===== src/rtl/sd_clk_pkg.sv =====
package sd_clk_pkg;
  localparam int unsigned SDC_REG_W  = 16;
  localparam int unsigned SDC_CODE_W = 10;
  localparam int unsigned SDC_LO_W   = 8;
  localparam int unsigned SDC_HI_W   = SDC_CODE_W - SDC_LO_W;
  localparam int unsigned SDC_PAD_W  = SDC_REG_W - SDC_CODE_W - 3;

  typedef struct packed {
    logic [SDC_CODE_W-1:0] code;
    logic                  card_en;
    logic                  int_en;
  } sdc_cfg_t;

  // smallest power of two >= n, clamped to 2**(LO_W-1); 0 stays 0
  function automatic logic [SDC_CODE_W-1:0] sdc_round_pow2(input logic [SDC_LO_W-1:0] n);
    logic [SDC_CODE_W-1:0] r;
    r = '0;
    if (n != '0) begin
      r = SDC_CODE_W'(1) << (SDC_LO_W - 1);
      for (int i = SDC_LO_W - 1; i >= 0; i--) begin
        if ((SDC_CODE_W'(1) << i) >= SDC_CODE_W'(n)) r = SDC_CODE_W'(1) << i;
      end
    end
    return r;
  endfunction
endpackage


===== src/rtl/sd_clk_reg.sv =====
module sd_clk_reg
  import sd_clk_pkg::*;
(
  input  logic                 clk_i,
  input  logic                 rst_ni,
  input  logic                 new_mode_i,
  input  logic                 wr_i,
  input  logic [SDC_REG_W-1:0] wdata_i,
  input  logic                 stable_i,
  output sdc_cfg_t             cfg_o,
  output sdc_cfg_t             cfg_nxt_o,
  output logic [SDC_REG_W-1:0] rdata_o
);
  localparam int unsigned HI_POS = SDC_REG_W - SDC_LO_W - SDC_HI_W;

  sdc_cfg_t cfg_q;

  always_comb begin
    cfg_nxt_o = cfg_q;
    if (wr_i) begin
      cfg_nxt_o.int_en  = wdata_i[0];
      cfg_nxt_o.card_en = wdata_i[2];
      cfg_nxt_o.code[SDC_LO_W-1:0] = wdata_i[SDC_REG_W-1 -: SDC_LO_W];
      // older generation has no upper code bits
      cfg_nxt_o.code[SDC_CODE_W-1:SDC_LO_W] =
        new_mode_i ? wdata_i[HI_POS +: SDC_HI_W] : '0;
    end
  end

  always_ff @(posedge clk_i or negedge rst_ni) begin
    if (!rst_ni) cfg_q <= '0;
    else         cfg_q <= cfg_nxt_o;
  end

  assign cfg_o   = cfg_q;
  assign rdata_o = {cfg_q.code[SDC_LO_W-1:0], cfg_q.code[SDC_CODE_W-1:SDC_LO_W],
                    {SDC_PAD_W{1'b0}}, cfg_q.card_en, stable_i, cfg_q.int_en};
endmodule


===== src/rtl/sd_clk_settle.sv =====
module sd_clk_settle #(
  parameter int unsigned STABLE_DLY = 8,
  localparam int unsigned CNT_W = $clog2(STABLE_DLY + 1)
) (
  input  logic clk_i,
  input  logic rst_ni,
  input  logic int_en_i,
  input  logic int_en_nxt_i,
  output logic stable_o
);
  logic [CNT_W-1:0] cnt_q;
  logic             stable_q;

  always_ff @(posedge clk_i or negedge rst_ni) begin
    if (!rst_ni) begin
      cnt_q    <= '0;
      stable_q <= 1'b0;
    end else if (!int_en_i || !int_en_nxt_i) begin
      cnt_q    <= '0;
      stable_q <= 1'b0;
    end else if (!stable_q) begin
      cnt_q <= cnt_q + 1'b1;
      if (cnt_q == CNT_W'(STABLE_DLY - 1)) stable_q <= 1'b1;
    end
  end

  assign stable_o = stable_q;
endmodule


===== src/rtl/sd_clk_gen.sv =====
module sd_clk_gen #(
  parameter int unsigned CODE_W = 10
) (
  input  logic              clk_i,
  input  logic              rst_ni,
  input  logic              run_i,
  input  logic [CODE_W-1:0] code_nxt_i,
  output logic              clk_o,
  output logic              tick_o
);
  logic [CODE_W-1:0] act_q, cnt_q;
  logic              clk_q, tick_q;

  always_ff @(posedge clk_i or negedge rst_ni) begin
    if (!rst_ni) begin
      act_q  <= '0;
      cnt_q  <= '0;
      clk_q  <= 1'b0;
      tick_q <= 1'b0;
    end else if (!run_i) begin
      act_q  <= code_nxt_i;
      cnt_q  <= '0;
      clk_q  <= 1'b0;
      tick_q <= 1'b0;
    end else if (act_q == '0) begin
      // bypass: every base cycle is a card edge
      act_q  <= code_nxt_i;
      cnt_q  <= '0;
      clk_q  <= 1'b0;
      tick_q <= 1'b1;
    end else begin
      tick_q <= 1'b0;
      if (cnt_q == act_q - 1'b1) begin
        cnt_q <= '0;
        if (clk_q) begin
          clk_q <= 1'b0;
        end else if (code_nxt_i == '0) begin
          act_q <= '0;
        end else begin
          // new code only picked up at end of low phase
          act_q  <= code_nxt_i;
          clk_q  <= 1'b1;
          tick_q <= 1'b1;
        end
      end else begin
        cnt_q <= cnt_q + 1'b1;
      end
    end
  end

  assign clk_o  = clk_q;
  assign tick_o = tick_q;
endmodule


===== src/rtl/sd_clk_div_ctrl.sv =====
module sd_clk_div_ctrl
  import sd_clk_pkg::*;
#(
  parameter int unsigned STABLE_DLY = 8
) (
  input  logic                 clk_i,
  input  logic                 rst_ni,
  input  logic                 new_mode_i,
  input  logic                 wr_i,
  input  logic [SDC_REG_W-1:0] wdata_i,
  output logic [SDC_REG_W-1:0] ctrl_o,
  output logic                 card_clk_o,
  output logic                 card_tick_o
);
  sdc_cfg_t              cfg, cfg_nxt;
  logic                  stable;
  logic                  run;
  logic [SDC_CODE_W-1:0] eff_nxt;
  logic                  gen_clk, gen_tick;

  sd_clk_reg i_reg (
    .clk_i      (clk_i),
    .rst_ni     (rst_ni),
    .new_mode_i (new_mode_i),
    .wr_i       (wr_i),
    .wdata_i    (wdata_i),
    .stable_i   (stable),
    .cfg_o      (cfg),
    .cfg_nxt_o  (cfg_nxt),
    .rdata_o    (ctrl_o)
  );

  sd_clk_settle #(.STABLE_DLY(STABLE_DLY)) i_settle (
    .clk_i        (clk_i),
    .rst_ni       (rst_ni),
    .int_en_i     (cfg.int_en),
    .int_en_nxt_i (cfg_nxt.int_en),
    .stable_o     (stable)
  );

  always_comb begin
    if (new_mode_i) eff_nxt = cfg_nxt.code;
    else            eff_nxt = sdc_round_pow2(cfg_nxt.code[SDC_LO_W-1:0]);
  end

  assign run = cfg.card_en & stable;

  sd_clk_gen #(.CODE_W(SDC_CODE_W)) i_gen (
    .clk_i      (clk_i),
    .rst_ni     (rst_ni),
    .run_i      (run),
    .code_nxt_i (eff_nxt),
    .clk_o      (gen_clk),
    .tick_o     (gen_tick)
  );

  assign card_clk_o  = gen_clk & run;
  assign card_tick_o = gen_tick & run;
endmodule


===== config.mk =====
export PLATFORM = sky130hd
export DESIGN_NAME = sd_clk_div_ctrl
export DESIGN_NICKNAME = d
export VERILOG_FILES = /design/src/rtl/sd_clk_pkg.sv /design/src/rtl/sd_clk_reg.sv /design/src/rtl/sd_clk_settle.sv /design/src/rtl/sd_clk_gen.sv /design/src/rtl/sd_clk_div_ctrl.sv
export SDC_FILE = /design/constraint.sdc
export NUM_CORES = 1
export LEC_CHECK = 0
export ABC_AREA = 1
export BUFFER_PORTS_ARGS = -buffer_cell sky130_fd_sc_hd__buf_2
export CAP_MARGIN = 15
export CORE_MARGIN = 2
export CORE_UTILIZATION = 25
export CTS_CLUSTER_SIZE = 40
export DETAILED_ROUTE_END_ITERATION = 10
export GPL_ROUTABILITY_DRIVEN = 0
export PLACE_DENSITY = 0.46
export SLEW_MARGIN = 40
export SYNTH_ARGS = -nofsm -noshare
export SYNTH_HDL_FRONTEND = slang
export SYNTH_SLANG_ARGS = --single-unit
export TNS_END_PERCENT = 10

===== constraint.sdc =====
create_clock -name clk_i -period 3.9 [get_ports clk_i]
set_clock_uncertainty 0.1 [all_clocks]
set_input_delay 0.78 -clock clk_i [delete_from_list [all_inputs] [get_ports clk_i]]
set_output_delay 0.78 -clock clk_i [all_outputs]
set_load 0.02 [all_outputs]

======== Yosys cells after proc, flatten, opt, wreduce, memory -nomap -nowiden ========
Cells that the tools add are included.
operators by class
  add/sub/neg operators ................... 3
  order comparisons ....................... 7
  eq/ne operators ......................... 5
  mux-type cells .......................... 32
  bitwise gates (word level) .............. 3
  reductions and logical operators ........ 7
operator list
  cell                     number
  $mux W10                 16
  $logic_not A10 Y1        2
  $mux W12                 1
  $mux W1                  11
  $add A10 B1 Y10 const B  1
  $eq A10 B10 Y1           1
  $sub A10 B1 Y10 const B  1
  $ge A1 B8 Y1 const A     1
  $ge A2 B8 Y1 const A     1
  $ge A3 B8 Y1 const A     1
  $ge A4 B8 Y1 const A     1
  $ge A5 B8 Y1 const A     1
  $ge A6 B8 Y1 const A     1
  $ge A7 B8 Y1 const A     1
  $mux W4                  2
  $mux W8                  1
  $reduce_bool A8 Y1       1
  $ne A3 B3 Y1 const B     2
  $add A4 B1 Y4 const B    1
  $eq A4 B3 Y1 const B     1
  $and A1 B1 Y1            3
  $logic_not A1 Y1         2
  $mux W2                  1
  $ne A2 B2 Y1 const B     1
  2 further kinds          2
storage, ports and cells
  flip-flop bits (word level) ............. 39
  bits of input ports ..................... 20
  output and inout bits ................... 18
  word-level logic and storage cells ...... 66

======== Longest topological paths before layout ========
Gate-level depths: netlist (run 1).
  word-level depth ........................ 18
  gate-level depth with buffers ........... 15
  depth with buffers taken out ............ 14

======== Modules after synthesis ========
From an unflattened synthesis (run 1), not the netlist that was laid out.
second synthesis, totals
  cells, all modules ...................... 370
  area total of the unflattened synthesis .. 2,630.0 um2
modules (own cells, without submodules)
  module           times used  cells each  area each (um2)  sequential area each (um2)
  sd_clk_gen       1           206         1,498.9          550.5
  sd_clk_reg       1           68          584.3            300.3
  sd_clk_div_ctrl  1           67          312.8            0.0
  sd_clk_settle    1           29          234.0            125.1

======== Worst setup path after synthesis (run 1) ========
OpenSTA, ideal clock, no wires.
  path kind ............................... input to register
  start ................................... in wr_i
  end ..................................... reg i_gen.act_q[2]
  setup time .............................. 0.065 ns
  arrival time ............................ 1.740 ns
  data required time ...................... 3.735 ns
  slack ................................... 1.994 ns
  cell stages on the path ................. 9
  path buffers ............................ 1
  cell sequence ........................... buf_4 > o21ai_1 > nand2_1 > nor2_4 > nand3_1 > nand3b_1 > nand2_1 > nand3_1 > nand2_1
between the ends
  word-level cells in the longest chain between the ends .. 17
  elaborated cells between the ends (all ways) .. 24
  those cells by class .................... 7 x order compare; 15 x mux; 2 x reduce/logical
ends and longest elaborated chain
  item                    line                   source
  from (decl)             sd_clk_div_ctrl.sv:9   input logic wr_i,
  $mux W12 *              sd_clk_reg.sv:20       if (wr_i) begin
  $ge A7 B8 Y1            sd_clk_pkg.sv:21       if ((SDC_CODE_W'(1) << i) >= SDC_CODE_W'(n)) r = SDC_CODE_W'(1) << i;
  $mux W8                 sd_clk_pkg.sv:21
  $mux W10 (6 in series)  sd_clk_pkg.sv:21
  $mux W10                sd_clk_pkg.sv:18       if (n != '0) begin
  $mux W10 *              sd_clk_div_ctrl.sv:42  if (new_mode_i) eff_nxt = cfg_nxt.code;
  $logic_not A10 Y1       sd_clk_gen.sv:37       end else if (code_nxt_i == '0) begin
  $mux W10                sd_clk_gen.sv:37
  $mux W10                sd_clk_gen.sv:35       if (clk_q) begin
  $mux W10                sd_clk_gen.sv:33       if (cnt_q == act_q - 1'b1) begin
  $mux W10                sd_clk_gen.sv:25       end else if (act_q == '0) begin
  $mux W10 *              sd_clk_gen.sv:20       end else if (!run_i) begin
  to (signal assigned)    sd_clk_gen.sv:21       act_q <= code_nxt_i;
  to (signal assigned)    sd_clk_gen.sv:27       act_q <= code_nxt_i;
  to (signal assigned)    sd_clk_gen.sv:41       act_q <= code_nxt_i;
  to (decl)               sd_clk_gen.sv:11       logic [CODE_W-1:0] act_q, cnt_q;
Mark *: on every way between the ends. The rest lies on a longest branch, timed or not. The select of a mux whose other input is x is not followed.
A chain may end at the register's enable or synchronous reset.

==> flow_summary.toml, run 1 <==
[grt]
antenna_found_initial = 0
grt-busiest-layer = "met2"
grt_overflow_total = 0
grt_pass1_vias = 2113
grt.total_usage = 0.118
grt_first_pass_wirelength_um = 9850
met2_usage = 0.207
met3_usage = 0.0255
grt_max_degree = 40
use_met1 = 0.146

[setup_path]
startpoint_type = "input port"
critical_path_class = "input port to register"
end_kind = "register"
rr_worst_depth = 12
crit_chain = "buf_2 -> inv_2 -> nand2_1 -> nand2_2 -> nor2_1 -> inv_1 -> nor2_2 -> nand2_1 -> nand2_1 -> o21ai_0 -> nand3_1 -> nand2_1"
cpPeakStageDelay_ns = 0.26
critPathMostFrequentCell = "nand2_1"
path_max_fanout = 15
rrSetupSlack_ns = 1.69
cpMaxStageDelayCell = "buf_2"
required_ns = 3.98
crit_arrival_ns = 2.29

[clock_tree]
ctsResizeCount = 0
postCtsSetupBuffers = 0
cts_tree = "built"
holdBufCountCts = 0
numCtsBuffers = 5
clock-sinks = 39
worstSkewPairLatency_ns = 0.30
h-tree-depth = 2
cts-root-buf = "clkbuf_8"
clockBufferDepth = 2
clk_pin_slew_ns = 0.08

[power_and_ir_drop]
peakVddDrop_mv = 0.105
leakage_nw = 1.41
p_per_area_nw_per_um2 = 347

[timing]
rsz0062_at_grt = "false"
fin_tns_setup_ns = 0
fin_crit_sh = 0.566
drv_slew = 0
setup_viol = 0
period_needed_ns = 2.21
worstMarginPinSlew_ns = 0.517
fmax_mhz = 453
hold_viol = 0
slew_headroom = 0.655

[final_layout]
syn_to_final_growth_pct = 14.2
stdcell_count = 501
layout_commonest_cell = "nand2_1"
utilization = 0.291
drive_gt1_frac = 0.166
diodes = 0
finalNetCount = 392
final_cell_mix = "nand2_1 (103), nand3_1 (40), dfrtp_1 (39)"

[drt]
drc = 0
routed_wl_um = 5550
wl_per_cell_um = 11.1
drt.antenna.violating_nets = 0
vias = 2116
drt-initial-drc-count = 45
vias_per_cell = 4.22
firstDrtPassIters = 4

[logic_synthesis]
ys.flop_type = "dfrtp_1"
ys_ff_latch = 39
synth_edf_count = 0
syn_avg_cell_area_um2 = 7.23
ys_types = 33
yosys_warnings = 0
synth-seq-area-share = 0.397
synth_cells = 340
synth_area_um2 = 2460
synthArstFlopShare = 1.00

[floorplan]
initial_core_util = 0.255
die_h_um = 103
io_pins = 38
core.rowCount = 36
die_w_um = 103
core_area_um2 = 9640
dieArea_um2 = 10600

[placement]
placed_cells = 494
dp_hpwl_um = 4210
port_buffers = 30

[outcome]
status = "finished clean"

[job]
drv_cap = 0

[hold_path]
hold_class = "input port to async pin"
## synthesized netlist by cell type, types with 5 or more instances
cell	count	area, um2
nand2_1	103	387
nand3_1	40	200
dfrtp_1	39	976
inv_1	36	135
nor2_1	33	124
a21oi_1	10	50.1
nor3_1	8	40.0
xor2_1	7	61.3
buf_4	6	45.0
nand4_1	6	37.5
o21ai_0	5	25.0
o21ai_1	5	25.0
## through the flow
stage          setup slack [ns]  hold slack (ns)  power [W]  cell area (um2)
2_1_floorplan              1.99            0.366   0.000593             2470
3_3_place_gp               1.36            0.400   0.000644             2700
3_5_place_dp               1.35            0.389   0.000646             2700
4_1_cts                    1.66            0.373    0.00100             2810
5_1_grt                    1.44            0.385    0.00104             2810
6_report                   1.69            0.354   0.000975             2810
## logic make-up after synthesis
logic type	count (synthesis)	share of synthesized area
AO/OA/AOI/OAI	23	0.0504
XOR/XNOR	9	0.0321
adder cells (fa/ha/maj)	4	0.0204
buffers and inverters	52	0.0967
flip-flops	39	0.397
other	1	0.00153
AND/OR/NAND/NOR	212	0.402
## registers in the layout, indices dropped and copies added (netlist names)
register / count
i_gen.tick_o: 1
i_gen.clk_o: 1
i_gen.act_q: 10
i_reg.cfg_o: 12
i_gen.cnt_q: 10
i_settle.cnt_q: 4
i_settle.stable_o: 1
## report_power, final
part           total, W  switching, W  leakage, nW  internal [W]
clock network  0.000341      0.000153       0.0502      0.000187
registers      0.000445     0.0000197        0.514      0.000425
logic          0.000190      0.000127        0.851     0.0000631
## path summary, 6_finish.rpt
| check | from | end |
|---|---|---|
| max | wr_i | i_gen.act_q[7]$_DFFE_PN0P_ |
| min | rst_ni | i_gen.act_q[0]$_DFFE_PN0P_ |
| max reg2reg | i_gen.act_q[0]$_DFFE_PN0P_ | i_gen.act_q[3]$_DFFE_PN0P_ |
| min reg2reg | i_gen.cnt_q[0]$_DFF_PN0_ | i_gen.cnt_q[0]$_DFF_PN0_ |
| max in group asynchronous | rst_ni | i_gen.tick_o$_DFF_PN0_ |
| min in group clk_i | i_gen.cnt_q[0]$_DFF_PN0_ | i_gen.cnt_q[0]$_DFF_PN0_ |
## area by class of cell
cell class	instances	area, um2
clock buffers	5	68.8
clock inverters	2	37.5
fillers	1096	6830
inverters	41	154
multi-input cells	251	1250
flip-flops and latches	39	976
well taps	133	166
repair buffers	30	153
## routing by layer
metal / part of all wire / vias to the layer above
li1: - / 1142
met1: 0.47 / 933
met2: 0.48 / 36
met3: 0.035 / 5
met4: 0.013 / 0
met5: 0 / -
## worst max-delay path, delay by kind of cell
family	cells	cell delay, ns
AOI/OAI and AO/OA	1	0.09
and+or+nand+nor	8	0.85
buffers and inverters	3	0.56
(Power assumes the default switching activity.)
==> run 2: changes to the inputs <==
--- a/config.mk
+++ b/config.mk
@@ -13,7 +13,7 @@
 export CTS_CLUSTER_SIZE = 40
 export DETAILED_ROUTE_END_ITERATION = 10
 export GPL_ROUTABILITY_DRIVEN = 0
-export PLACE_DENSITY = 0.46
+export PLACE_DENSITY = 0.47
 export SLEW_MARGIN = 40
 export SYNTH_ARGS = -nofsm -noshare
 export SYNTH_HDL_FRONTEND = slang
==> constraint.sdc (replaced) <==
create_clock -name clk_i -period 1.86 [get_ports clk_i]
set_clock_uncertainty 0.1 [all_clocks]
set_input_delay 0.372 -clock clk_i [delete_from_list [all_inputs] [get_ports clk_i]]
set_output_delay 0.372 -clock clk_i [all_outputs]
set_load 0.02 [all_outputs]
==> run 2 against run 1 <==
  * The run now ends with negative setup slack left
  * Combinational power rose to 2.6 times the previous value
  * Die area stayed put
  * Clock power is 79% higher
  * Critical path depth is 2 higher
  * Wire length grew 7.3%
  * Sequential share of layout area is 3.4 points lower
  * Via count is 5.2% higher
  * Non-clock buffer count grew 21
==> flow_summary.toml, run 2 (synthesized netlist as in run 1, its figures left out) <==
[grt]
grt_overflow_total = 0
met3_usage = 0.0242
antenna_found_initial = 0
grt-busiest-layer = "met2"
grt_pass1_vias = 2183
grt.total_usage = 0.124
met2_usage = 0.213
use_met1 = 0.160
grt_first_pass_wirelength_um = 10300
grt_max_degree = 25

[final_layout]
finalNetCount = 414
final_cell_mix = "nand2_1 (100), dfrtp_1 (39), nand3_1 (35)"
diodes = 0
drive_gt1_frac = 0.258
utilization = 0.323
final_area_um2 = 3110
largest_reg_flops = 12
syn_to_final_growth_pct = 26.7
layout_commonest_cell = "nand2_1"

[setup_path]
end_kind = "register"
cpPeakStageDelay_ns = 0.39
crit_chain = "inv_2 -> ha_4 -> nand2_4 -> nor2_4 -> nand3_2 -> nand2_1 -> nand2_1 -> clkinv_1 -> nand2_2 -> nor2_4 -> nand2_4 -> buf_6 -> nand2_2 -> a21oi_1"
path_max_fanout = 4
rr_worst_depth = 14
critical_path_class = "register to register"
r2r-start = "i_gen.act_q[1]$_DFFE_PN0P_"
required_ns = 1.95
crit_arrival_ns = 1.98
startpoint_type = "register"
cpMaxStageDelayCell = "dfrtp_1"
rrSetupSlack_ns = -0.03
reg2reg_to = "i_gen.clk_o$_DFFE_PN0P_"

[floorplan]
core_area_um2 = 9640
die_h_um = 103
dieArea_um2 = 10600
core.rowCount = 36
io_pins = 38
initial_core_util = 0.255
die_w_um = 103

[timing]
drv_slew = 0
fin_crit_sh = 1.02
rsz0062_at_grt = "true"
fmax_mhz = 529
setup_viol = 3
period_needed_ns = 1.89
fin_ws_ns = -0.0308
hold_viol = 0

[clock_tree]
cts-root-buf = "clkbuf_8"
clockBufferDepth = 2
numCtsBuffers = 5
clk_pin_slew_ns = 0.10
clock-sinks = 39
worstSkewPairLatency_ns = 0.30
h-tree-depth = 2
cts_tree = "built"

[hold_path]
hp-start = "wdata_i[2]"
worstHoldEndpoint = "i_reg.cfg_o[1]$_DFFE_PN0P_"
hold_class = "input port to register"
whs_path_depth = 3

[job]
drv_cap = 0

[placement]
port_buffers = 30
dp_hpwl_um = 4530
placed_cell_area_um2 = 2850

[power_and_ir_drop]
leakage_nw = 1.53
peakVddDrop_mv = 0.285
p_per_area_nw_per_um2 = 652

[drt]
firstDrtPassIters = 4
vias = 2226
drt.antenna.violating_nets = 0
drt-initial-drc-count = 71
wl_per_cell_um = 11.4
drc = 0
vias_per_cell = 4.25
routed_wl_um = 5950

[outcome]
violations = "negative setup slack"
status = "complete, but fails checks"
[run 2: changes by cell type in the layout (fill, tap and decap cells not counted), moves of 3 or more]
cell | previous run | this run
nand2_1 | 103 | 100
nor2_1 | 33 | 29
nand3_2 | 3 | 6
buf_4 | 1 | 16
nand3_1 | 40 | 35
buf_12 | 0 | 3
inv_1 | 36 | 33
[run 2: metrics by stage]
step	power [W]	setup slack, ns	cells	hold slack, ns	TNS, ns
after floorplan	0.00124	0.00890	342	-0.0236	0
after global placement	0.00140	-0.119	511	0.244	-1.84
after detailed placement	0.00140	-0.147	511	0.242	-2.35
after CTS	0.00204	-0.113	523	0.171	-1.91
after global routing	0.00218	-0.208	524	0.191	-3.66
final	0.00203	-0.0308	524	0.171	-0.0688
[run 2: layout make-up]
type / instances / area, um2
fill: 1101 / 6530
multi-input combinational: 252 / 1370
sequential: 39 / 976
timing repair buffer: 51 / 352
tap: 133 / 166
inverter: 41 / 158
clock buffer: 5 / 68.8
clock inverter: 3 / 20.0
[run 2: report_power, final]
part / internal [W] / total [W] / switching, W
Combinational: 0.000189 / 0.000488 / 0.000298
Sequential: 0.000891 / 0.000932 / 0.0000417
Clock: 0.000262 / 0.000610 / 0.000348
[run 2: critical path, delay by kind of cell (launching register included)]
| family | cells | cell delay [ns] |
|---|---|---|
| AO/OA/AOI/OAI | 1 | 0.06 |
| adder cells (fa/ha/maj) | 1 | 0.17 |
| buffers and inverters | 3 | 0.29 |
| flip-flops | 1 | 0.39 |
| AND/OR/NAND/NOR | 9 | 0.76 |
[run 2: timing repair]
item | 4_1_cts | 5_1_grt
pin swaps | 6 | 9
hold endpoints to repair | 15 | 0
hold buffers | 1 | 0
buffers inserted | 2 | 1
setup endpoints to repair | 22 | 22
cloned | 1 | 0
gates resized for setup | 12 | 12
[run 2: worst max path at each step]
| stage | from | endpoint | depth (start not counted) |
|---|---|---|---|
| final | i_gen.act_q[1]$_DFFE_PN0P_ | i_gen.clk_o$_DFFE_PN0P_ | 14 |
| after global routing | i_gen.act_q[0]$_DFFE_PN0P_ | i_gen.clk_o$_DFFE_PN0P_ | 14 |
| after global placement | i_gen.act_q[0]$_DFFE_PN0P_ | i_gen.act_q[7]$_DFFE_PN0P_ | 14 |
| after detailed placement | i_gen.act_q[0]$_DFFE_PN0P_ | i_gen.act_q[1]$_DFFE_PN0P_ | 13 |
| after floorplan | i_gen.act_q[0]$_DFFE_PN0P_ | i_gen.cnt_q[5]$_DFF_PN0_ | 14 |
| after CTS | i_gen.act_q[0]$_DFFE_PN0P_ | i_gen.clk_o$_DFFE_PN0P_ | 11 |
[run 2: per-layer routing]
| layer | part of all wire | vias up |
|---|---|---|
| li1 | - | 1174 |
| met5 | 0 | - |
| met3 | 0.026 | 5 |
| met1 | 0.48 | 1026 |
| met2 | 0.48 | 21 |
| met4 | 0.0099 | 0 |
